[src/rtl/pll_seq_pkg.sv]
package pll_seq_pkg;

  typedef enum logic [3:0] {
    ST_IDLE,
    ST_PARK,
    ST_RST_ON,
    ST_LD_NR,
    ST_LD_NO,
    ST_LD_NF,
    ST_LD_NB,
    ST_RST_OFF,
    ST_SETTLE,
    ST_POLL,
    ST_UNPARK
  } seq_state_e;

  localparam logic [1:0] SEL_SLOW = 2'd0;
  localparam logic [1:0] SEL_NORM = 2'd1;
  localparam logic [1:0] SEL_DEEP = 2'd2;

  // settling delay in microsecond ticks for a real input divider value
  function automatic int unsigned settle_ticks(input int unsigned nr);
    return (nr * 500) / 24 + 1;
  endfunction

endpackage

[src/rtl/div_field_reg.sv]
module div_field_reg #(
  parameter int unsigned W       = 8,
  parameter logic [W-1:0] RST_VAL = '0
) (
  input  logic         clk,
  input  logic         rst_n,
  input  logic         we,
  input  logic [W-1:0] d,
  output logic [W-1:0] q
);

  always_ff @(posedge clk or negedge rst_n) begin
    if (!rst_n)  q <= RST_VAL;
    else if (we) q <= d;
  end

endmodule

[src/rtl/pll_seq_timer.sv]
module pll_seq_timer import pll_seq_pkg::*; #(
  parameter int unsigned NR_W       = 6,
  parameter int unsigned ST_W       = 11,
  parameter int unsigned PC_W       = 25,
  parameter int unsigned POLL_LIMIT = 24_000_000
) (
  input  logic            clk,
  input  logic            rst_n,
  input  logic            settle_load,
  input  logic [NR_W-1:0] nr_field,
  input  logic            tick_us,
  input  logic            in_settle,
  input  logic            in_poll,
  output logic            settle_expire,
  output logic            poll_expire
);

  logic [ST_W-1:0] settle_cnt;
  logic [PC_W-1:0] poll_cnt;

  always_ff @(posedge clk or negedge rst_n) begin
    if (!rst_n) begin
      settle_cnt <= '0;
    end else if (settle_load) begin
      settle_cnt <= ST_W'(settle_ticks(32'(nr_field) + 32'd1));
    end else if (in_settle && tick_us && settle_cnt != '0) begin
      settle_cnt <= settle_cnt - 1'b1;
    end
  end

  always_ff @(posedge clk or negedge rst_n) begin
    if (!rst_n)        poll_cnt <= '0;
    else if (!in_poll) poll_cnt <= '0;
    else               poll_cnt <= poll_cnt + 1'b1;
  end

  assign settle_expire = in_settle && tick_us && (settle_cnt == ST_W'(1));
  assign poll_expire   = in_poll && (poll_cnt == PC_W'(POLL_LIMIT - 1));

endmodule

[src/rtl/pll_seq_ctrl.sv]
module pll_seq_ctrl import pll_seq_pkg::*; #(
  parameter int unsigned NR_W = 6,
  parameter int unsigned NO_W = 4,
  parameter int unsigned NF_W = 13,
  parameter int unsigned NB_W = 12
) (
  input  logic            clk,
  input  logic            rst_n,
  input  logic            start,
  input  logic [NR_W:0]   req_nr,
  input  logic [NO_W:0]   req_no,
  input  logic [NF_W:0]   req_nf,
  input  logic [NB_W:0]   req_nb,
  input  logic [NR_W-1:0] cur_nr,
  input  logic [NO_W-1:0] cur_no,
  input  logic [NF_W-1:0] cur_nf,
  input  logic [NB_W-1:0] cur_nb,
  input  logic [1:0]      sel_cur,
  input  logic            pll_lock,
  input  logic            settle_expire,
  input  logic            poll_expire,
  output logic            busy,
  output logic            done,
  output logic            err,
  output logic            sel_we,
  output logic [1:0]      sel_wdata,
  output logic            pll_reset,
  output logic [3:0]      fld_wr,
  output logic [NR_W-1:0] tgt_nr,
  output logic [NO_W-1:0] tgt_no,
  output logic [NF_W-1:0] tgt_nf,
  output logic [NB_W-1:0] tgt_nb,
  output logic            settle_load,
  output logic            in_settle,
  output logic            in_poll,
  output logic            poll_timeout,
  output logic            in_rollback
);

  seq_state_e      state;
  logic            was_norm;
  logic            failed;
  logic [NR_W-1:0] sv_nr;
  logic [NO_W-1:0] sv_no;
  logic [NF_W-1:0] sv_nf;
  logic [NB_W-1:0] sv_nb;

  assign busy         = (state != ST_IDLE);
  assign in_settle    = (state == ST_SETTLE);
  assign in_poll      = (state == ST_POLL);
  assign settle_load  = (state == ST_RST_OFF);
  assign poll_timeout = in_poll && !pll_lock && poll_expire;
  assign sel_we       = was_norm && (state == ST_PARK || state == ST_UNPARK);
  assign sel_wdata    = (state == ST_PARK) ? SEL_SLOW : SEL_NORM;

  always_comb begin
    fld_wr = 4'b0000;
    case (state)
      ST_LD_NR: fld_wr = 4'b0001;
      ST_LD_NO: fld_wr = 4'b0010;
      ST_LD_NF: fld_wr = 4'b0100;
      ST_LD_NB: fld_wr = 4'b1000;
      default:  fld_wr = 4'b0000;
    endcase
  end

  always_ff @(posedge clk or negedge rst_n) begin
    if (!rst_n) begin
      state       <= ST_IDLE;
      was_norm    <= 1'b0;
      failed      <= 1'b0;
      in_rollback <= 1'b0;
      done        <= 1'b0;
      err         <= 1'b0;
      pll_reset   <= 1'b0;
      tgt_nr      <= '0;
      tgt_no      <= '0;
      tgt_nf      <= '0;
      tgt_nb      <= '0;
      sv_nr       <= '0;
      sv_no       <= '0;
      sv_nf       <= '0;
      sv_nb       <= '0;
    end else begin
      done <= 1'b0;
      case (state)
        ST_IDLE: begin
          if (start) begin
            tgt_nr      <= NR_W'(req_nr - 1'b1);
            tgt_no      <= NO_W'(req_no - 1'b1);
            tgt_nf      <= NF_W'(req_nf - 1'b1);
            tgt_nb      <= NB_W'(req_nb - 1'b1);
            sv_nr       <= cur_nr;
            sv_no       <= cur_no;
            sv_nf       <= cur_nf;
            sv_nb       <= cur_nb;
            was_norm    <= (sel_cur == SEL_NORM);
            in_rollback <= 1'b0;
            failed      <= 1'b0;
            state       <= ST_PARK;
          end
        end
        ST_PARK:   state <= ST_RST_ON;
        ST_RST_ON: begin
          pll_reset <= 1'b1;
          state     <= ST_LD_NR;
        end
        ST_LD_NR:  state <= ST_LD_NO;
        ST_LD_NO:  state <= ST_LD_NF;
        ST_LD_NF:  state <= ST_LD_NB;
        ST_LD_NB:  state <= ST_RST_OFF;
        ST_RST_OFF: begin
          pll_reset <= 1'b0;
          state     <= ST_SETTLE;
        end
        ST_SETTLE: if (settle_expire) state <= ST_POLL;
        ST_POLL: begin
          if (pll_lock) begin
            state <= ST_UNPARK;
          end else if (poll_timeout) begin
            failed <= 1'b1;
            if (!in_rollback) begin
              in_rollback <= 1'b1;
              tgt_nr      <= sv_nr;
              tgt_no      <= sv_no;
              tgt_nf      <= sv_nf;
              tgt_nb      <= sv_nb;
              state       <= ST_RST_ON;
            end else begin
              state <= ST_UNPARK;
            end
          end
        end
        ST_UNPARK: begin
          done  <= 1'b1;
          err   <= failed;
          state <= ST_IDLE;
        end
        default: state <= ST_IDLE;
      endcase
    end
  end

endmodule

[src/rtl/pll_reprog_seq.sv]
module pll_reprog_seq import pll_seq_pkg::*; #(
  parameter int unsigned NR_W       = 6,
  parameter int unsigned NO_W       = 4,
  parameter int unsigned NF_W       = 13,
  parameter int unsigned NB_W       = 12,
  parameter int unsigned POLL_LIMIT = 24_000_000
) (
  input  logic            clk,
  input  logic            rst_n,
  input  logic            start,
  input  logic [NR_W:0]   req_nr,
  input  logic [NO_W:0]   req_no,
  input  logic [NF_W:0]   req_nf,
  input  logic [NB_W:0]   req_nb,
  input  logic [1:0]      sel_cur,
  input  logic            pll_lock,
  input  logic            tick_us,
  output logic            busy,
  output logic            done,
  output logic            err,
  output logic            sel_we,
  output logic [1:0]      sel_wdata,
  output logic            pll_reset,
  output logic [3:0]      fld_wr,
  output logic [NR_W-1:0] fld_nr,
  output logic [NO_W-1:0] fld_no,
  output logic [NF_W-1:0] fld_nf,
  output logic [NB_W-1:0] fld_nb
);

  localparam int unsigned MAX_SETTLE = settle_ticks(32'd1 << NR_W);
  localparam int unsigned ST_W       = $clog2(MAX_SETTLE + 1);
  localparam int unsigned PC_W       = $clog2(POLL_LIMIT + 1);

  // internal events, named for the checker
  logic            ev_settle_load;
  logic            ev_settle_active;
  logic            ev_settle_expire;
  logic            ev_poll_active;
  logic            ev_poll_expire;
  logic            ev_poll_timeout;
  logic            ev_rollback;
  logic [NR_W-1:0] tgt_nr;
  logic [NO_W-1:0] tgt_no;
  logic [NF_W-1:0] tgt_nf;
  logic [NB_W-1:0] tgt_nb;

  pll_seq_ctrl #(
    .NR_W(NR_W), .NO_W(NO_W), .NF_W(NF_W), .NB_W(NB_W)
  ) u_ctrl (
    .clk          (clk),
    .rst_n        (rst_n),
    .start        (start),
    .req_nr       (req_nr),
    .req_no       (req_no),
    .req_nf       (req_nf),
    .req_nb       (req_nb),
    .cur_nr       (fld_nr),
    .cur_no       (fld_no),
    .cur_nf       (fld_nf),
    .cur_nb       (fld_nb),
    .sel_cur      (sel_cur),
    .pll_lock     (pll_lock),
    .settle_expire(ev_settle_expire),
    .poll_expire  (ev_poll_expire),
    .busy         (busy),
    .done         (done),
    .err          (err),
    .sel_we       (sel_we),
    .sel_wdata    (sel_wdata),
    .pll_reset    (pll_reset),
    .fld_wr       (fld_wr),
    .tgt_nr       (tgt_nr),
    .tgt_no       (tgt_no),
    .tgt_nf       (tgt_nf),
    .tgt_nb       (tgt_nb),
    .settle_load  (ev_settle_load),
    .in_settle    (ev_settle_active),
    .in_poll      (ev_poll_active),
    .poll_timeout (ev_poll_timeout),
    .in_rollback  (ev_rollback)
  );

  pll_seq_timer #(
    .NR_W(NR_W), .ST_W(ST_W), .PC_W(PC_W), .POLL_LIMIT(POLL_LIMIT)
  ) u_timer (
    .clk          (clk),
    .rst_n        (rst_n),
    .settle_load  (ev_settle_load),
    .nr_field     (tgt_nr),
    .tick_us      (tick_us),
    .in_settle    (ev_settle_active),
    .in_poll      (ev_poll_active),
    .settle_expire(ev_settle_expire),
    .poll_expire  (ev_poll_expire)
  );

  div_field_reg #(.W(NR_W)) u_reg_nr (
    .clk(clk), .rst_n(rst_n), .we(fld_wr[0]), .d(tgt_nr), .q(fld_nr));
  div_field_reg #(.W(NO_W)) u_reg_no (
    .clk(clk), .rst_n(rst_n), .we(fld_wr[1]), .d(tgt_no), .q(fld_no));
  div_field_reg #(.W(NF_W)) u_reg_nf (
    .clk(clk), .rst_n(rst_n), .we(fld_wr[2]), .d(tgt_nf), .q(fld_nf));
  div_field_reg #(.W(NB_W)) u_reg_nb (
    .clk(clk), .rst_n(rst_n), .we(fld_wr[3]), .d(tgt_nb), .q(fld_nb));

endmodule

[config.mk]
export PLATFORM = sky130hd
export DESIGN_NAME = pll_reprog_seq
export DESIGN_NICKNAME = d
export VERILOG_FILES = /design/src/rtl/pll_seq_pkg.sv /design/src/rtl/div_field_reg.sv /design/src/rtl/pll_seq_timer.sv /design/src/rtl/pll_seq_ctrl.sv /design/src/rtl/pll_reprog_seq.sv
export SDC_FILE = /design/constraint.sdc
export NUM_CORES = 1
export LEC_CHECK = 0
export BUFFER_PORTS_ARGS = -buffer_cell sky130_fd_sc_hd__buf_2
export CAP_MARGIN = 0
export CORE_MARGIN = 3
export CORE_UTILIZATION = 59
export DETAILED_ROUTE_END_ITERATION = 7
export PLACE_DENSITY = 0.82
export RECOVER_POWER = 100
export SETUP_SLACK_MARGIN = 0.5
export SKIP_CTS_REPAIR_TIMING = 1
export SLEW_MARGIN = 20
export SYNTH_ARGS = -nofsm -noshare
export SYNTH_HDL_FRONTEND = slang
export SYNTH_SLANG_ARGS = --single-unit
[constraint.sdc]
create_clock -name clk -period 15.8 [get_ports clk]
set_clock_uncertainty 0.05 [all_clocks]
set_input_delay 3.16 -clock clk [delete_from_list [all_inputs] [get_ports clk]]
set_output_delay 3.16 -clock clk [all_outputs]
set_load 0.01 [all_outputs]
Yosys cells after proc, flatten, opt, wreduce, memory -nomap -nowiden
Index checks and enable logic that the tools add are counted.
{ "word_totals": {"reg_bits": 150, "inputBits": 46} }
{ "op_classes": {"addsub": 8, "multipliers": 1, "div_mod_pow": 1, "n_eq_ne": 19, "muxes": 37, "reduce_logical": 19} }
{ "ops": {"columns": ["cell", "count"], "rows": [
  ["two-way mux 13 bit", 4],
  ["two-way mux 12 bit", 4],
  ["case mux 4 bit (10 select lines)", 1],
  ["two-way mux 4 bit", 9],
  ["divider 32 x 5 -> 32 bit, second input constant", 1],
  ["multiplier 32 x 7 -> 30 bit, second input constant", 1],
  ["case mux 13 bit (2 select lines)", 1],
  ["adder 25 x 1 -> 25 bit, second input constant", 1],
  ["== test 25 bit, second input constant", 1],
  ["two-way mux 25 bit", 1],
  ["two-way mux 6 bit", 4],
  ["case mux 12 bit (2 select lines)", 1],
  ["two-way mux 11 bit", 2],
  ["== test 4 x 3 -> 1 bit, second input constant", 4],
  ["case mux 4 bit (4 select lines)", 1],
  ["subtractor 13 x 1 -> 13 bit, second input constant", 1],
  ["== test 4 bit, second input constant", 3],
  ["case mux 6 bit (2 select lines)", 1],
  ["subtractor 12 x 1 -> 12 bit, second input constant", 1],
  ["adder 11 x 1 -> 11 bit, second input constant", 1],
  ["== test 11 x 1 -> 1 bit, second input constant", 1],
  ["nonzero test 11 bit", 1],
  ["subtractor 11 x 1 -> 11 bit, second input constant", 1],
  ["inequality test 2 bit, second input constant", 5],
  ["other kinds (20)", 34]
]} }

Depth between registers and ports, before layout
Gate-level depths: netlist of run 1.
{ "logic_depth": {"depth_word": 6, "depth_mapped": 56} }

Modules after synthesis
Synthesis of run 1 repeated with hierarchy kept, for this count alone.
{ "unflattened": {"hier_cells": 1506, "area_unflattened_um2": 13211.4} }
{ "by_module_without_submodules": {"columns": ["mod", "n_inst", "cells_each", "area_each_um2", "seq_area_each_um2"], "rows": [
  ["pll_seq_timer", 1, 986, 7648.6, 900.9],
  ["pll_seq_ctrl", 1, 447, 4161.5, 1976.9],
  ["div_field_reg at u_reg_nf", 1, 27, 520.5, 325.3],
  ["div_field_reg at u_reg_nb", 1, 25, 484.2, 300.3],
  ["div_field_reg at u_reg_nr", 1, 13, 251.5, 150.1],
  ["div_field_reg at u_reg_no", 1, 8, 145.1, 100.1]
]} }

Least setup slack after synthesis of run 1
OpenSTA, ideal clock, no wires.
{ "synth_path": {"path_kind": "register -> register", "start": "reg u_ctrl.tgt_nr[1]", "end": "reg u_timer.settle_cnt[8]", "setup_ps": 136, "arrival_time_ps": 12124, "required_time_ps": 15614, "setup_slack_ps": 3490, "stages_incl_launch_ff": 52, "n_path_buf": 4, "synth_period_minus_slack_ps": 12310, "cell_sequence": "dfrtp_1 > ha_1 > xor2_1 > inv_1 > fa_1 > inv_1 > fa_1 > inv_1 > fa_1 > inv_1 > ha_1 > ha_1 > and4_1 > clkbuf_2 > or3_1 > a2111oi_4 > and4_1 > a21oi_2 > [... 16 more ...] > a211oi_1 > o32a_1 > or3_1 > and2_4 > a21oi_1 > a2bb2oi_2 > nor4b_1 > or3_4 > o31ai_4 > nor2_1 > o31a_1 > inv_1 > ha_1 > and3b_1 > nand3_1 > xor2_1 > nor2_1 > a21oi_1"} }
{ "synth_between": {"elab_chain_cells": 5} }
{ "synth_lines": {"columns": ["item", "line_no", "rtl"], "rows": [
  ["start, declared", "pll_seq_ctrl.sv:29", "output logic [NR_W-1:0] tgt_nr,"],
  ["start signal, assigned", "pll_seq_ctrl.sv:89", "tgt_nr <= NR_W'(req_nr - 1'b1);"],
  ["start signal, assigned", "pll_seq_ctrl.sv:124", "tgt_nr <= sv_nr;"],
  ["adder 6 x 1 -> 7 bit", "pll_seq_timer.sv:25", "settle_cnt <= ST_W'(settle_ticks(32'(nr_field) + 32'd1));"],
  ["multiplier 32 x 7 -> 30 bit", "pll_seq_pkg.sv:23", "return (nr * 500) / 24 + 1;"],
  ["divider 32 x 5 -> 32 bit", "pll_seq_pkg.sv:23", null],
  ["adder 11 x 1 -> 11 bit", "pll_seq_pkg.sv:23", null],
  ["two-way mux 11 bit", "pll_seq_timer.sv:24", "end else if (settle_load) begin"],
  ["end signal, assigned", "pll_seq_timer.sv:25", null],
  ["end signal, assigned", "pll_seq_timer.sv:27", "settle_cnt <= settle_cnt - 1'b1;"],
  ["end, declared", "pll_seq_timer.sv:18", "logic [ST_W-1:0] settle_cnt;"]
]} }
Every way passes these cells.
A chain may end at the register's enable or synchronous reset.

Final worst setup path of run 1
{ "layout_path": {"start": "reg u_ctrl.tgt_nr[0]", "end": "reg u_timer.settle_cnt[8]"} }
The elaborated chain is that of the path after synthesis.

==> impl_results.html, run 1 <==
<table>
<tr><th>Metric</th><th>Value</th></tr>
<tr><th colspan="2">Cells and area</th></tr>
<tr><td>Post-Route Utilization</td><td>0.660</td></tr>
<tr><td>Share of post-route cells with drive strength above 1</td><td>0.158</td></tr>
<tr><td>Layout overhead on the synthesized area</td><td>9.36%</td></tr>
<tr><td>Storage cell area</td><td>3750 um2</td></tr>
<tr><td>Number of fill cells</td><td>1641</td></tr>
<tr><td>Final-stage net count</td><td>1546</td></tr>
<tr><td># diodes</td><td>0</td></tr>
<tr><td>Total area of multi-input combinational cells</td><td>8120 um2</td></tr>
<tr><th colspan="2">Timing</th></tr>
<tr><td>Smallest hold slack</td><td>0.426 ns</td></tr>
<tr><td>Transition time at the pin with the least slew margin</td><td>4.04 ns</td></tr>
<tr><td>Number of hold violations in the final report</td><td>0</td></tr>
<tr><td>Worst max-slew margin expressed relative to the limit</td><td>-1.69</td></tr>
<tr><td>Maximum clock frequency</td><td>0.0694 GHz</td></tr>
<tr><td>Setup total negative slack</td><td>0 ns</td></tr>
<tr><td>Final worst path period need</td><td>14.41 ns</td></tr>
<tr><td>RSZ-0062 raised after global routing</td><td>false</td></tr>
<tr><td>Setup Viol. Count Final</td><td>0</td></tr>
<tr><td>Total count of max-transition violations in the final report</td><td>362</td></tr>
<tr><td>Final worst-path cycle share</td><td>0.912</td></tr>
<tr><th colspan="2">Global route</th></tr>
<tr><td>Total GRT Usage</td><td>0.273</td></tr>
<tr><td>Total grt overflow</td><td>0</td></tr>
<tr><td>Initial antenna violation count</td><td>0</td></tr>
<tr><td>First-pass GRT wire length</td><td>51300 um</td></tr>
<tr><td>Maximum number of pins on one net before global-route repair</td><td>78</td></tr>
<tr><td>Via count of the first global-routing pass</td><td>10633</td></tr>
<tr><th colspan="2">Drt</th></tr>
<tr><td># DRC</td><td>0</td></tr>
<tr><td>Starting DRC count in detailed routing</td><td>1165</td></tr>
<tr><td>Routed length per placed instance</td><td>17.9 um</td></tr>
<tr><td>Via density per instance</td><td>6.43</td></tr>
<tr><td>Count of nets left with antenna violations after detail routing</td><td>0</td></tr>
<tr><td>Total detailed-routing wirelength</td><td>30700 um</td></tr>
<tr><td>Count of vias placed by the detailed router</td><td>11076</td></tr>
<tr><td>Number of iterations in the first detailed-routing pass</td><td>8</td></tr>
<tr><th colspan="2">CTS</th></tr>
<tr><td>Root buffer selected by CTS</td><td>clkbuf_16</td></tr>
<tr><td>Buffer depth of the longest clock path</td><td>2</td></tr>
<tr><td>Number of H-tree levels</td><td>4</td></tr>
<tr><td>Clock-pin slew on the worst setup and hold paths</td><td>0.06 ns</td></tr>
<tr><td>Clock latency reported for the late side of the worst-skew pair</td><td>0.41 ns</td></tr>
<tr><td>Num CTS Buffers</td><td>17</td></tr>
<tr><td>Clock sink total</td><td>150</td></tr>
<tr><td>Clock tree from TritonCTS</td><td>yes</td></tr>
<tr><th colspan="2">Worst setup path</th></tr>
<tr><td>Type of origin of the critical path</td><td>flip-flop</td></tr>
<tr><td>Largest incremental delay on the critical path</td><td>0.59 ns</td></tr>
<tr><td>Number of cells on the worst reg-to-reg path</td><td>48</td></tr>
<tr><td>Data arrival, critical path</td><td>14.64 ns</td></tr>
<tr><td>Required time reported for the critical path endpoint</td><td>16.03 ns</td></tr>
<tr><td>Highest fanout seen on the critical path</td><td>13</td></tr>
<tr><td>Type of element capturing the critical path</td><td>flip-flop</td></tr>
<tr><td>CP max stage cell</td><td>dfrtp_1</td></tr>
<tr><td>Crit Path Category</td><td>reg2reg</td></tr>
<tr><th colspan="2">Hold path</th></tr>
<tr><td>Kind of path behind the tightest hold check</td><td>reg2reg</td></tr>
<tr><td>Instance count along the most critical hold path</td><td>2</td></tr>
<tr><th colspan="2">Flow run</th></tr>
<tr><td>Max-cap violation count</td><td>7</td></tr>
<tr><th colspan="2">Yosys</th></tr>
<tr><td>Proportion of synthesized chip area in sequential cells</td><td>0.306</td></tr>
<tr><td>Synth Net Count</td><td>1489</td></tr>
<tr><td>Synth async-reset ratio</td><td>1.00</td></tr>
<tr><td>Yosys warns</td><td>0</td></tr>
<tr><td>Area leader, netlist</td><td>dfrtp_1</td></tr>
<tr><td>Largest cells by area after synthesis</td><td>dfrtp_1 (31%), mux2_2 (6.7%), ha_1 (4.7%), nor2_1 (3.9%), a21oi_1 (3.8%)</td></tr>
<tr><td>Most used standard cell by instance count after synthesis</td><td>dfrtp_1</td></tr>
<tr><td>Synthesized instance count</td><td>1383</td></tr>
<tr><td>Synth Area per Inst</td><td>8.86 um2</td></tr>
<tr><td>Cell variety after synth</td><td>118</td></tr>
<tr><td>Number of synthesized flops with an enable pin</td><td>0</td></tr>
<tr><td>Proportion of netlist area held by the largest area contributor</td><td>0.306</td></tr>
<tr><td>Leading cell types by count after synthesis</td><td>dfrtp_1 (150), nor2_1 (128), nand2_1 (122), a21oi_1 (93), o21ai_0 (74)</td></tr>
<tr><td>Post-Syn Area</td><td>12300 um2</td></tr>
<tr><td>Number of register bits inferred by synthesis</td><td>150</td></tr>
<tr><td>Most used flip-flop cell after synthesis</td><td>dfrtp_1</td></tr>
<tr><th colspan="2">Floorplan</th></tr>
<tr><td>Placeable core region</td><td>20300 um2</td></tr>
<tr><td>Die W</td><td>150 um</td></tr>
<tr><td>Placement Rows</td><td>52</td></tr>
<tr><td>Initial Util</td><td>0.604</td></tr>
<tr><td>Number of I/O pins</td><td>92</td></tr>
<tr><td>DIE AREA</td><td>22500 um2</td></tr>
<tr><td>Die extent in y</td><td>150 um</td></tr>
<tr><th colspan="2">Pwr</th></tr>
<tr><td>Final Total Pwr</td><td>839 uW</td></tr>
<tr><td>Power per cell area</td><td>62.6 nW/um2</td></tr>
<tr><td>VDD IR max</td><td>0.0730 mV</td></tr>
<tr><td>Reg power frac</td><td>0.476</td></tr>
<tr><td>Sw frac</td><td>0.246</td></tr>
<tr><td>Combinational cell fraction of total power</td><td>0.059</td></tr>
<tr><td>Internal Power</td><td>632 uW</td></tr>
<tr><td>Clock network fraction of total power</td><td>0.465</td></tr>
<tr><td>Leakage power</td><td>0.00574 uW</td></tr>
<tr><td>Sw power</td><td>207 uW</td></tr>
<tr><th colspan="2">Placement</th></tr>
<tr><td>Count of input and output buffers</td><td>86</td></tr>
<tr><td>Half-perimeter wire length after detailed placement</td><td>22000 um</td></tr>
<tr><td>Gpl congestion</td><td>0.944</td></tr>
<tr><th colspan="2">Run status</th></tr>
<tr><td>Violations in the final reports</td><td>capacitance limit, slew limit</td></tr>
<tr><td>Outcome</td><td>finished with violations</td></tr>
</table>
critical path, delay by kind of cell (launching register included):
kind,cells,cell delay [ns]
AND/OR/NAND/NOR,19,4.95
buffers and inverters,4,0.39
flip-flops,1,0.59
adder cells (fa/ha/maj),7,2.80
multiplexers,1,0.26
XOR/XNOR,2,0.45
AO/OA/AOI/OAI,15,4.73
worst paths after layout:
kind	from	endpoint	slack [ns]
max	u_ctrl.tgt_nr[0]	u_timer.settle_cnt[8]	1.39
min	u_ctrl.tgt_nb[7]	u_ctrl.tgt_nb[7]	0.43
max reg2reg	u_ctrl.tgt_nr[0]	u_timer.settle_cnt[8]	1.39
min reg2reg	u_ctrl.tgt_nb[7]	u_ctrl.tgt_nb[7]	0.43
max in group asynchronous	rst_n	u_reg_nf.q[10]	6.64
min in group asynchronous	rst_n	u_timer.settle_cnt[6]	4.09
cell usage in the layout, fill, tap and decap left out, types with 14 or more instances in the layout:
master,instances
dfrtp_1,150
nor4_1,18
ha_1,46
clkbuf_16,17
mux2_2,72
nor3_1,40
a21oi_1,92
o21ai_0,74
o21ai_1,17
or3_1,18
xor2_1,51
and3_1,14
o31ai_1,15
o211ai_1,16
xnor2_1,50
nand4_1,15
a211oi_1,21
fa_1,14
nor2_1,127
buf_2,38
nand3_1,47
nand2_1,121
inv_1,48
clkbuf_1,54
routing by layer:
layer  track usage  up-vias  share of wire
met4        0.0650        0          0.015
met3        0.0455       57          0.066
met5             0        -              0
met1         0.387     5328           0.44
li1              -     5228              -
met2         0.440      463           0.48
flip-flops by register name, summed over array words and instances (netlist names), 11 cells and up:
register / count
u_ctrl.sv_nb: 12
u_ctrl.sv_nf: 13
u_ctrl.tgt_nb: 12
u_ctrl.tgt_nf: 13
u_reg_nb.q: 12
u_reg_nf.q: 13
u_timer.poll_cnt: 25
u_timer.settle_cnt: 11
power groups by stage:
stage | Clock, uW | Combinational [uW] | Sequential [uW]
final | 390 | 49.5 | 400
after global routing | 411 | 57.0 | 401
after CTS | 394 | 50.4 | 399
after detailed placement | 0 | 49.5 | 406
after global placement | 0 | 47.6 | 406
after floorplan | 0 | 28.5 | 405
per-stage QoR:
step	instances	setup WS (ns)	area, um2
finish	1722	1.39	13400
CTS	1720	1.14	13400
detailed placement	1689	1.19	12800
floorplan	1383	3.49	12300
global placement	1689	1.44	12800
global route	1722	0.271	13400
cell families after synthesis:
group                      share of synthesized area
AOI/OAI and AO/OA                              0.226
xor gates and xnor gates                      0.0812
adders and majority gates                     0.0698
buffers and inverters                         0.0380
DFF                                            0.306
muxes                                         0.0746
other                                       0.000306
and+or+nand+nor                                0.204
final cells by class:
cell class,count,area share
flip-flops and latches,150,0.280
multi-input cells,1123,0.606
clock inverters,14,0.0105
inverters,49,0.0137
clock buffers,17,0.0317
repair buffers,99,0.0332
well taps,270,0.0252
(Power assumes the default switching activity.)
==> inputs of run 2 (changes only) <==
--- a/config.mk
+++ b/config.mk
@@ -17,4 +17,5 @@
 export SLEW_MARGIN = 20
 export SYNTH_ARGS = -nofsm -noshare
 export SYNTH_HDL_FRONTEND = slang
+export SYNTH_HIERARCHICAL = 1
 export SYNTH_SLANG_ARGS = --single-unit
==> impl_results.html, run 2 <==
<table>
<tr><th>Metric</th><th>Value</th></tr>
<tr><th colspan="2">Run status</th></tr>
<tr><td>Outcome</td><td>finished with violations</td></tr>
<tr><td>Violations in the final reports</td><td>capacitance limit, slew limit</td></tr>
<tr><th colspan="2">Worst setup path</th></tr>
<tr><td>R2R setup slack</td><td>1.08 ns</td></tr>
<tr><td>Required time reported for the critical path endpoint</td><td>16.08 ns</td></tr>
<tr><td>Number of cells on the worst reg-to-reg path</td><td>53</td></tr>
<tr><td>Type of element capturing the critical path</td><td>flip-flop</td></tr>
<tr><td>Source of the worst register-to-register timing path</td><td>u_ctrl/tgt_nr[1]</td></tr>
<tr><td>R2R Path End</td><td>u_timer/settle_cnt[10]</td></tr>
<tr><td>Data arrival, critical path</td><td>15.00 ns</td></tr>
<tr><td>Crit Path Category</td><td>reg2reg</td></tr>
<tr><td>Type of origin of the critical path</td><td>flip-flop</td></tr>
<tr><td>Setup crit end</td><td>u_timer/settle_cnt[10]</td></tr>
<tr><td>CP max stage cell</td><td>or4b_4</td></tr>
<tr><td>CP Launch Point</td><td>u_ctrl/tgt_nr[1]</td></tr>
<tr><td>Highest fanout seen on the critical path</td><td>14</td></tr>
<tr><td>Largest incremental delay on the critical path</td><td>0.60 ns</td></tr>
<tr><th colspan="2">Yosys</th></tr>
<tr><td>Largest cells by area after synthesis</td><td>dfrtp_1 (28%), nand2_1 (5.9%), mux2_4 (5.3%), xnor2_1 (4.4%), ha_1 (4.3%)</td></tr>
<tr><td>Proportion of netlist area held by the largest area contributor</td><td>0.284</td></tr>
<tr><td>Synth Net Count</td><td>1614</td></tr>
<tr><td>Number of register bits inferred by synthesis</td><td>150</td></tr>
<tr><td>Leading cell types by count after synthesis</td><td>nand2_1 (209), dfrtp_1 (150), nor2_1 (95), a21oi_1 (74), xnor2_1 (67)</td></tr>
<tr><td>Yosys warns</td><td>6</td></tr>
<tr><td>Number of synthesized flops with an enable pin</td><td>0</td></tr>
<tr><td>Synth async-reset ratio</td><td>1.00</td></tr>
<tr><td>Multiplexer fraction of the synthesized cell area</td><td>0.0804</td></tr>
<tr><td>Cell variety after synth</td><td>120</td></tr>
<tr><td>Main combinational cell family by area after synthesis</td><td>simple AND/OR/NAND/NOR gates</td></tr>
<tr><td>Most used flip-flop cell after synthesis</td><td>dfrtp_1</td></tr>
<tr><td>Area leader, netlist</td><td>dfrtp_1</td></tr>
<tr><td>Post-Syn Area</td><td>13200 um2</td></tr>
<tr><td>Synthesized instance count</td><td>1506</td></tr>
<tr><td>Fraction of synthesized cell area in xor and xnor cells</td><td>0.0774</td></tr>
<tr><td>Post-synthesis share of cell area spent on and, or, nand and nor gates</td><td>0.245</td></tr>
<tr><td>Most used standard cell by instance count after synthesis</td><td>nand2_1</td></tr>
<tr><td>Compound-Gate Fraction of Synth Area</td><td>0.200</td></tr>
<tr><td>Fraction of the mapped netlist area in adder cells</td><td>0.0684</td></tr>
<tr><td>Proportion of synthesized chip area in sequential cells</td><td>0.284</td></tr>
<tr><td>Synth Area per Inst</td><td>8.77 um2</td></tr>
<tr><th colspan="2">CTS</th></tr>
<tr><td>Buffer depth of the longest clock path</td><td>2</td></tr>
<tr><td>Num CTS Buffers</td><td>17</td></tr>
<tr><td>Root buffer selected by CTS</td><td>clkbuf_16</td></tr>
<tr><td>Clock-pin slew on the worst setup and hold paths</td><td>0.06 ns</td></tr>
<tr><td>Clock latency reported for the late side of the worst-skew pair</td><td>0.41 ns</td></tr>
<tr><td>Clock tree from TritonCTS</td><td>yes</td></tr>
<tr><td>Clock sink total</td><td>150</td></tr>
<tr><td>Number of H-tree levels</td><td>4</td></tr>
<tr><th colspan="2">Global route</th></tr>
<tr><td>Total grt overflow</td><td>0</td></tr>
<tr><td>First-pass GRT wire length</td><td>55100 um</td></tr>
<tr><td>Total GRT Usage</td><td>0.269</td></tr>
<tr><td>Maximum number of pins on one net before global-route repair</td><td>91</td></tr>
<tr><td>Initial antenna violation count</td><td>1</td></tr>
<tr><td>Via count of the first global-routing pass</td><td>11344</td></tr>
<tr><th colspan="2">Timing</th></tr>
<tr><td>Maximum clock frequency</td><td>0.0679 GHz</td></tr>
<tr><td>Final worst slack</td><td>1.08 ns</td></tr>
<tr><td>Transition time at the pin with the least slew margin</td><td>4.56 ns</td></tr>
<tr><td>Number of hold violations in the final report</td><td>0</td></tr>
<tr><td>Total count of max-transition violations in the final report</td><td>336</td></tr>
<tr><td>RSZ-0062 raised after global routing</td><td>false</td></tr>
<tr><td>Final worst-path cycle share</td><td>0.932</td></tr>
<tr><td>Setup total negative slack</td><td>0 ns</td></tr>
<tr><td>Final worst path period need</td><td>14.72 ns</td></tr>
<tr><td>Setup Viol. Count Final</td><td>0</td></tr>
<tr><td>Worst max-slew margin expressed relative to the limit</td><td>-2.04</td></tr>
<tr><th colspan="2">Cells and area</th></tr>
<tr><td>Most frequent cells in the layout</td><td>nand2_1 (210), dfrtp_1 (148), nor2_1 (95)</td></tr>
<tr><td>Final-stage net count</td><td>1681</td></tr>
<tr><td>Flip-flop count of the largest register, all copies and words added</td><td>25</td></tr>
<tr><td>Number of fill cells</td><td>1817</td></tr>
<tr><td>Most frequent standard cell in the layout excluding fill and tap cells</td><td>nand2_1</td></tr>
<tr><td>Most flop-heavy register</td><td>u_timer/poll_cnt</td></tr>
<tr><td>Layout overhead on the synthesized area</td><td>7.94%</td></tr>
<tr><td>Share of post-route cells with drive strength above 1</td><td>0.132</td></tr>
<tr><th colspan="2">Floorplan</th></tr>
<tr><td>Die W</td><td>156 um</td></tr>
<tr><td>Die extent in y</td><td>156 um</td></tr>
<tr><td>DIE AREA</td><td>24200 um2</td></tr>
<tr><td>Initial Util</td><td>0.604</td></tr>
<tr><td>Placement Rows</td><td>54</td></tr>
<tr><td>Number of I/O pins</td><td>92</td></tr>
<tr><td>Placeable core region</td><td>21900 um2</td></tr>
<tr><th colspan="2">Placement</th></tr>
<tr><td>Place WS</td><td>0.470 ns</td></tr>
<tr><td>Count of input and output buffers</td><td>86</td></tr>
<tr><td>Half-perimeter wire length after detailed placement</td><td>23700 um</td></tr>
<tr><td>Gpl congestion</td><td>0.935</td></tr>
<tr><th colspan="2">Drt</th></tr>
<tr><td>Total detailed-routing wirelength</td><td>32800 um</td></tr>
<tr><td>Count of vias placed by the detailed router</td><td>11711</td></tr>
<tr><td>Count of nets left with antenna violations after detail routing</td><td>0</td></tr>
<tr><td># DRC</td><td>0</td></tr>
<tr><td>Starting DRC count in detailed routing</td><td>896</td></tr>
<tr><td>Via density per instance</td><td>6.28</td></tr>
<tr><td>Routed length per placed instance</td><td>17.6 um</td></tr>
<tr><td>Number of iterations in the first detailed-routing pass</td><td>5</td></tr>
<tr><th colspan="2">Hold path</th></tr>
<tr><td>Hold path start</td><td>u_ctrl/sv_nr[3]</td></tr>
<tr><td>Instance count along the most critical hold path</td><td>2</td></tr>
<tr><td>Kind of path behind the tightest hold check</td><td>reg2reg</td></tr>
<tr><th colspan="2">Flow run</th></tr>
<tr><td>Max-cap violation count</td><td>6</td></tr>
</table>
run 2: cell count changes after synthesis, sizes merged, moves of 23 or more:
cell	before	now
nor2	129	98
a21oi	99	76
nand2	124	211
and2	13	44
run 2: final cells by class:
| class | count | area (um2) | share of cell area |
|---|---|---|---|
| inverters | 61 | 229 | 0.0161 |
| well taps | 280 | 350 | 0.0246 |
| repair buffers | 114 | 557 | 0.0390 |
| diodes | 1 | 2.50 | 0.000175 |
| clock buffers | 19 | 433 | 0.0304 |
| multi-input cells | 1229 | 8780 | 0.616 |
| clock inverters | 12 | 154 | 0.0108 |
| flip-flops and latches | 150 | 3760 | 0.263 |
run 2: cell families after synthesis:
| logic type | count (synthesis) |
|---|---|
| multiplexers | 80 |
| adder cells (fa/ha/maj) | 62 |
| XOR/XNOR | 107 |
| other | 1 |
| AND/OR/NAND/NOR | 622 |
| flip-flops | 150 |
| buffers and inverters | 127 |
| AO/OA/AOI/OAI | 357 |
run 2: through the flow:
stage | std cells | hold slack, ns | instance area (um2) | util
3_5_place_dp | 1825 | 0.412 | 13800 | 0.630
6_report | 1866 | 0.427 | 14300 | 0.651
3_3_place_gp | 1825 | 0.401 | 13800 | 0.630
5_1_grt | 1865 | 0.452 | 14300 | 0.651
2_1_floorplan | 1506 | 0.389 | 13200 | -
4_1_cts | 1856 | 0.428 | 14400 | 0.657
run 2: critical path, delay by kind of cell, from the launching register on:
family                   cells  cell delay [ns]
buffers and inverters        9             1.64
AO/OA/AOI/OAI               16             4.31
flip-flops                   1             0.44
adder cells (fa/ha/maj)      8             3.28
AND/OR/NAND/NOR             14             3.62
multiplexers                 1             0.41
XOR/XNOR                     5             0.88
run 2: how the worst min path moves through the flow:
stage,end,slack (ns)
floorplan,u_ctrl/was_norm,0.39
global placement,u_ctrl/was_norm,0.40
detailed placement,u_ctrl/sv_nr[0],0.41
CTS,u_ctrl/was_norm,0.43
global route,u_ctrl/sv_no[1],0.45
finish,u_ctrl/sv_nr[3],0.43
run 2: routing by layer:
metal,vias up,track usage,wire length (um)
met3,61,0.0405,1870
li1,5616,-,-
met1,5623,0.360,14300
met5,-,0,12
met4,2,0.0825,726
met2,409,0.455,15900
Power of run 2 is left out: the tool's default activity adds up to more than one toggle a clock period on the data nets, which glitch-free logic cannot reach.
==> inputs of run 3 (changes only) <==
--- a/config.mk
+++ b/config.mk
@@ -9,6 +9,7 @@
 export CAP_MARGIN = 0
 export CORE_MARGIN = 3
 export CORE_UTILIZATION = 59
+export CTS_BUF_LIST = sky130_fd_sc_hd__clkbuf_4 sky130_fd_sc_hd__clkbuf_8 sky130_fd_sc_hd__clkbuf_16
 export DETAILED_ROUTE_END_ITERATION = 7
 export PLACE_DENSITY = 0.82
 export RECOVER_POWER = 100
==> impl_results.html, run 3 (same netlist as run 2, synthesis figures left out) <==
<table>
<tr><th>Metric</th><th>Value</th></tr>
<tr><th colspan="2">Run status</th></tr>
<tr><td>Outcome</td><td>finished with violations</td></tr>
<tr><td>Violations in the final reports</td><td>capacitance limit, slew limit</td></tr>
<tr><th colspan="2">Worst setup path</th></tr>
<tr><td>Cell with the most instances on the worst path</td><td>buf_4</td></tr>
<tr><td>CP max stage cell</td><td>or4b_4</td></tr>
<tr><td>Type of element capturing the critical path</td><td>flip-flop</td></tr>
<tr><td>Required time reported for the critical path endpoint</td><td>16.08 ns</td></tr>
<tr><td>Highest fanout seen on the critical path</td><td>14</td></tr>
<tr><td>Crit Path Category</td><td>reg2reg</td></tr>
<tr><td>Type of origin of the critical path</td><td>flip-flop</td></tr>
<tr><td>Largest incremental delay on the critical path</td><td>0.60 ns</td></tr>
<tr><td>Data arrival, critical path</td><td>14.89 ns</td></tr>
<tr><th colspan="2">Cells and area</th></tr>
<tr><td>Most frequent cells in the layout</td><td>nand2_1 (210), dfrtp_1 (148), nor2_1 (95)</td></tr>
<tr><td>Flip-flop count of the largest register, all copies and words added</td><td>25</td></tr>
<tr><td># diodes</td><td>0</td></tr>
<tr><td>Final-stage net count</td><td>1681</td></tr>
<tr><td>Most frequent standard cell in the layout excluding fill and tap cells</td><td>nand2_1</td></tr>
<tr><td>Layout overhead on the synthesized area</td><td>7.99%</td></tr>
<tr><td>Most flop-heavy register</td><td>u_timer/poll_cnt</td></tr>
<tr><td>Post-Route Utilization</td><td>0.652</td></tr>
<tr><td>Share of post-route cells with drive strength above 1</td><td>0.134</td></tr>
<tr><th colspan="2">Drt</th></tr>
<tr><td>Starting DRC count in detailed routing</td><td>902</td></tr>
<tr><td>Via density per instance</td><td>6.31</td></tr>
<tr><td>Count of vias placed by the detailed router</td><td>11767</td></tr>
<tr><td>Routed length per placed instance</td><td>17.8 um</td></tr>
<tr><td>Total detailed-routing wirelength</td><td>33300 um</td></tr>
<tr><td>Count of nets left with antenna violations after detail routing</td><td>0</td></tr>
<tr><td>Number of iterations in the first detailed-routing pass</td><td>6</td></tr>
<tr><td># DRC</td><td>0</td></tr>
<tr><th colspan="2">Timing</th></tr>
<tr><td>Worst max-slew margin expressed relative to the limit</td><td>-2.07</td></tr>
<tr><td>Total count of max-transition violations in the final report</td><td>336</td></tr>
<tr><td>Setup total negative slack</td><td>0 ns</td></tr>
<tr><td>Final worst path period need</td><td>14.61 ns</td></tr>
<tr><td>Transition time at the pin with the least slew margin</td><td>4.61 ns</td></tr>
<tr><td>Final worst-path cycle share</td><td>0.925</td></tr>
<tr><td>RSZ-0062 raised after global routing</td><td>false</td></tr>
<tr><td>Maximum clock frequency</td><td>0.0684 GHz</td></tr>
<tr><td>Number of hold violations in the final report</td><td>0</td></tr>
<tr><td>Setup Viol. Count Final</td><td>0</td></tr>
<tr><th colspan="2">Floorplan</th></tr>
<tr><td>DIE AREA</td><td>24200 um2</td></tr>
<tr><td>Initial Util</td><td>0.604</td></tr>
<tr><td>Placement Rows</td><td>54</td></tr>
<tr><td>Number of I/O pins</td><td>92</td></tr>
<tr><td>Placeable core region</td><td>21900 um2</td></tr>
<tr><td>Die W</td><td>156 um</td></tr>
<tr><td>Die extent in y</td><td>156 um</td></tr>
<tr><th colspan="2">Hold path</th></tr>
<tr><td>Kind of path behind the tightest hold check</td><td>reg2reg</td></tr>
<tr><th colspan="2">Flow run</th></tr>
<tr><td>Max-cap violation count</td><td>6</td></tr>
<tr><th colspan="2">Global route</th></tr>
<tr><td>Total GRT Usage</td><td>0.271</td></tr>
<tr><td>Initial antenna violation count</td><td>1</td></tr>
<tr><td>Total grt overflow</td><td>0</td></tr>
<tr><td>First-pass GRT wire length</td><td>55400 um</td></tr>
<tr><td>Via count of the first global-routing pass</td><td>11365</td></tr>
<tr><td>Maximum number of pins on one net before global-route repair</td><td>91</td></tr>
<tr><th colspan="2">CTS</th></tr>
<tr><td>Number of H-tree levels</td><td>4</td></tr>
<tr><td>Num CTS Buffers</td><td>17</td></tr>
<tr><td>Clock tree from TritonCTS</td><td>yes</td></tr>
<tr><td>Clock-pin slew on the worst setup and hold paths</td><td>0.06 ns</td></tr>
<tr><td>Root buffer selected by CTS</td><td>clkbuf_16</td></tr>
<tr><td>Clock sink total</td><td>150</td></tr>
<tr><td>Buffer depth of the longest clock path</td><td>2</td></tr>
<tr><td>Clock latency reported for the late side of the worst-skew pair</td><td>0.41 ns</td></tr>
<tr><th colspan="2">Placement</th></tr>
<tr><td>Count of input and output buffers</td><td>86</td></tr>
<tr><td>Half-perimeter wire length after detailed placement</td><td>23700 um</td></tr>
<tr><td>Gpl congestion</td><td>0.935</td></tr>
</table>
[run 3: metrics by stage]
| step | instance area, um2 | std cells | worst slack (ns) | hold slack [ns] |
|---|---|---|---|---|
| 2_1_floorplan | 13200 | 1506 | 2.30 | 0.389 |
| 5_1_grt | 14300 | 1865 | 0.345 | 0.452 |
| 4_1_cts | 14400 | 1856 | 0.357 | 0.428 |
| 3_3_place_gp | 13800 | 1825 | 0.674 | 0.401 |
| 3_5_place_dp | 13800 | 1825 | 0.470 | 0.412 |
| 6_report | 14300 | 1865 | 1.19 | 0.423 |
[run 3: final timing paths]
kind,start,endpoint,slack [ns],depth (start not counted)
worst max-delay path,u_ctrl/tgt_nr[1],u_timer/settle_cnt[10],1.19,53
worst min-delay path,u_ctrl/was_norm,u_ctrl/was_norm,0.42,2
worst max register to register,u_ctrl/tgt_nr[1],u_timer/settle_cnt[10],1.19,53
worst min register to register,u_ctrl/was_norm,u_ctrl/was_norm,0.42,2
max in group asynchronous,rst_n,u_timer/poll_cnt[17],6.73,2
min in group asynchronous,rst_n,u_ctrl/tgt_nf[5],4.34,1
[run 3: cell type report]
| cell class | instances | area (um2) |
|---|---|---|
| tap | 280 | 350 |
| clock buffer | 19 | 440 |
| clock inverter | 12 | 154 |
| sequential | 150 | 3760 |
| inverter | 61 | 229 |
| fill | 1815 | 7620 |
| timing repair buffer | 114 | 559 |
| multi-input combinational | 1229 | 8780 |
[run 3: worst max-delay path: cells and delay by family (launching register included)]
family	cells	cell delay, ns
compound gates	16	4.28
xor+xnor	5	0.88
fa+ha+maj	8	3.27
buf+inv	9	1.56
flops	1	0.44
mux	1	0.39
simple gates	14	3.60
[run 3: per-layer routing]
metal / up-vias / wire [um] / share of wire / track usage
li1: 5614 / - / - / -
met1: 5647 / 14500 / 0.44 / 0.363
met2: 444 / 16000 / 0.48 / 0.463
met3: 60 / 2000 / 0.060 / 0.0363
met4: 2 / 731 / 0.022 / 0.0796
met5: - / 7 / 0.00021 / 0
Power of run 3 is left out for the same reason.
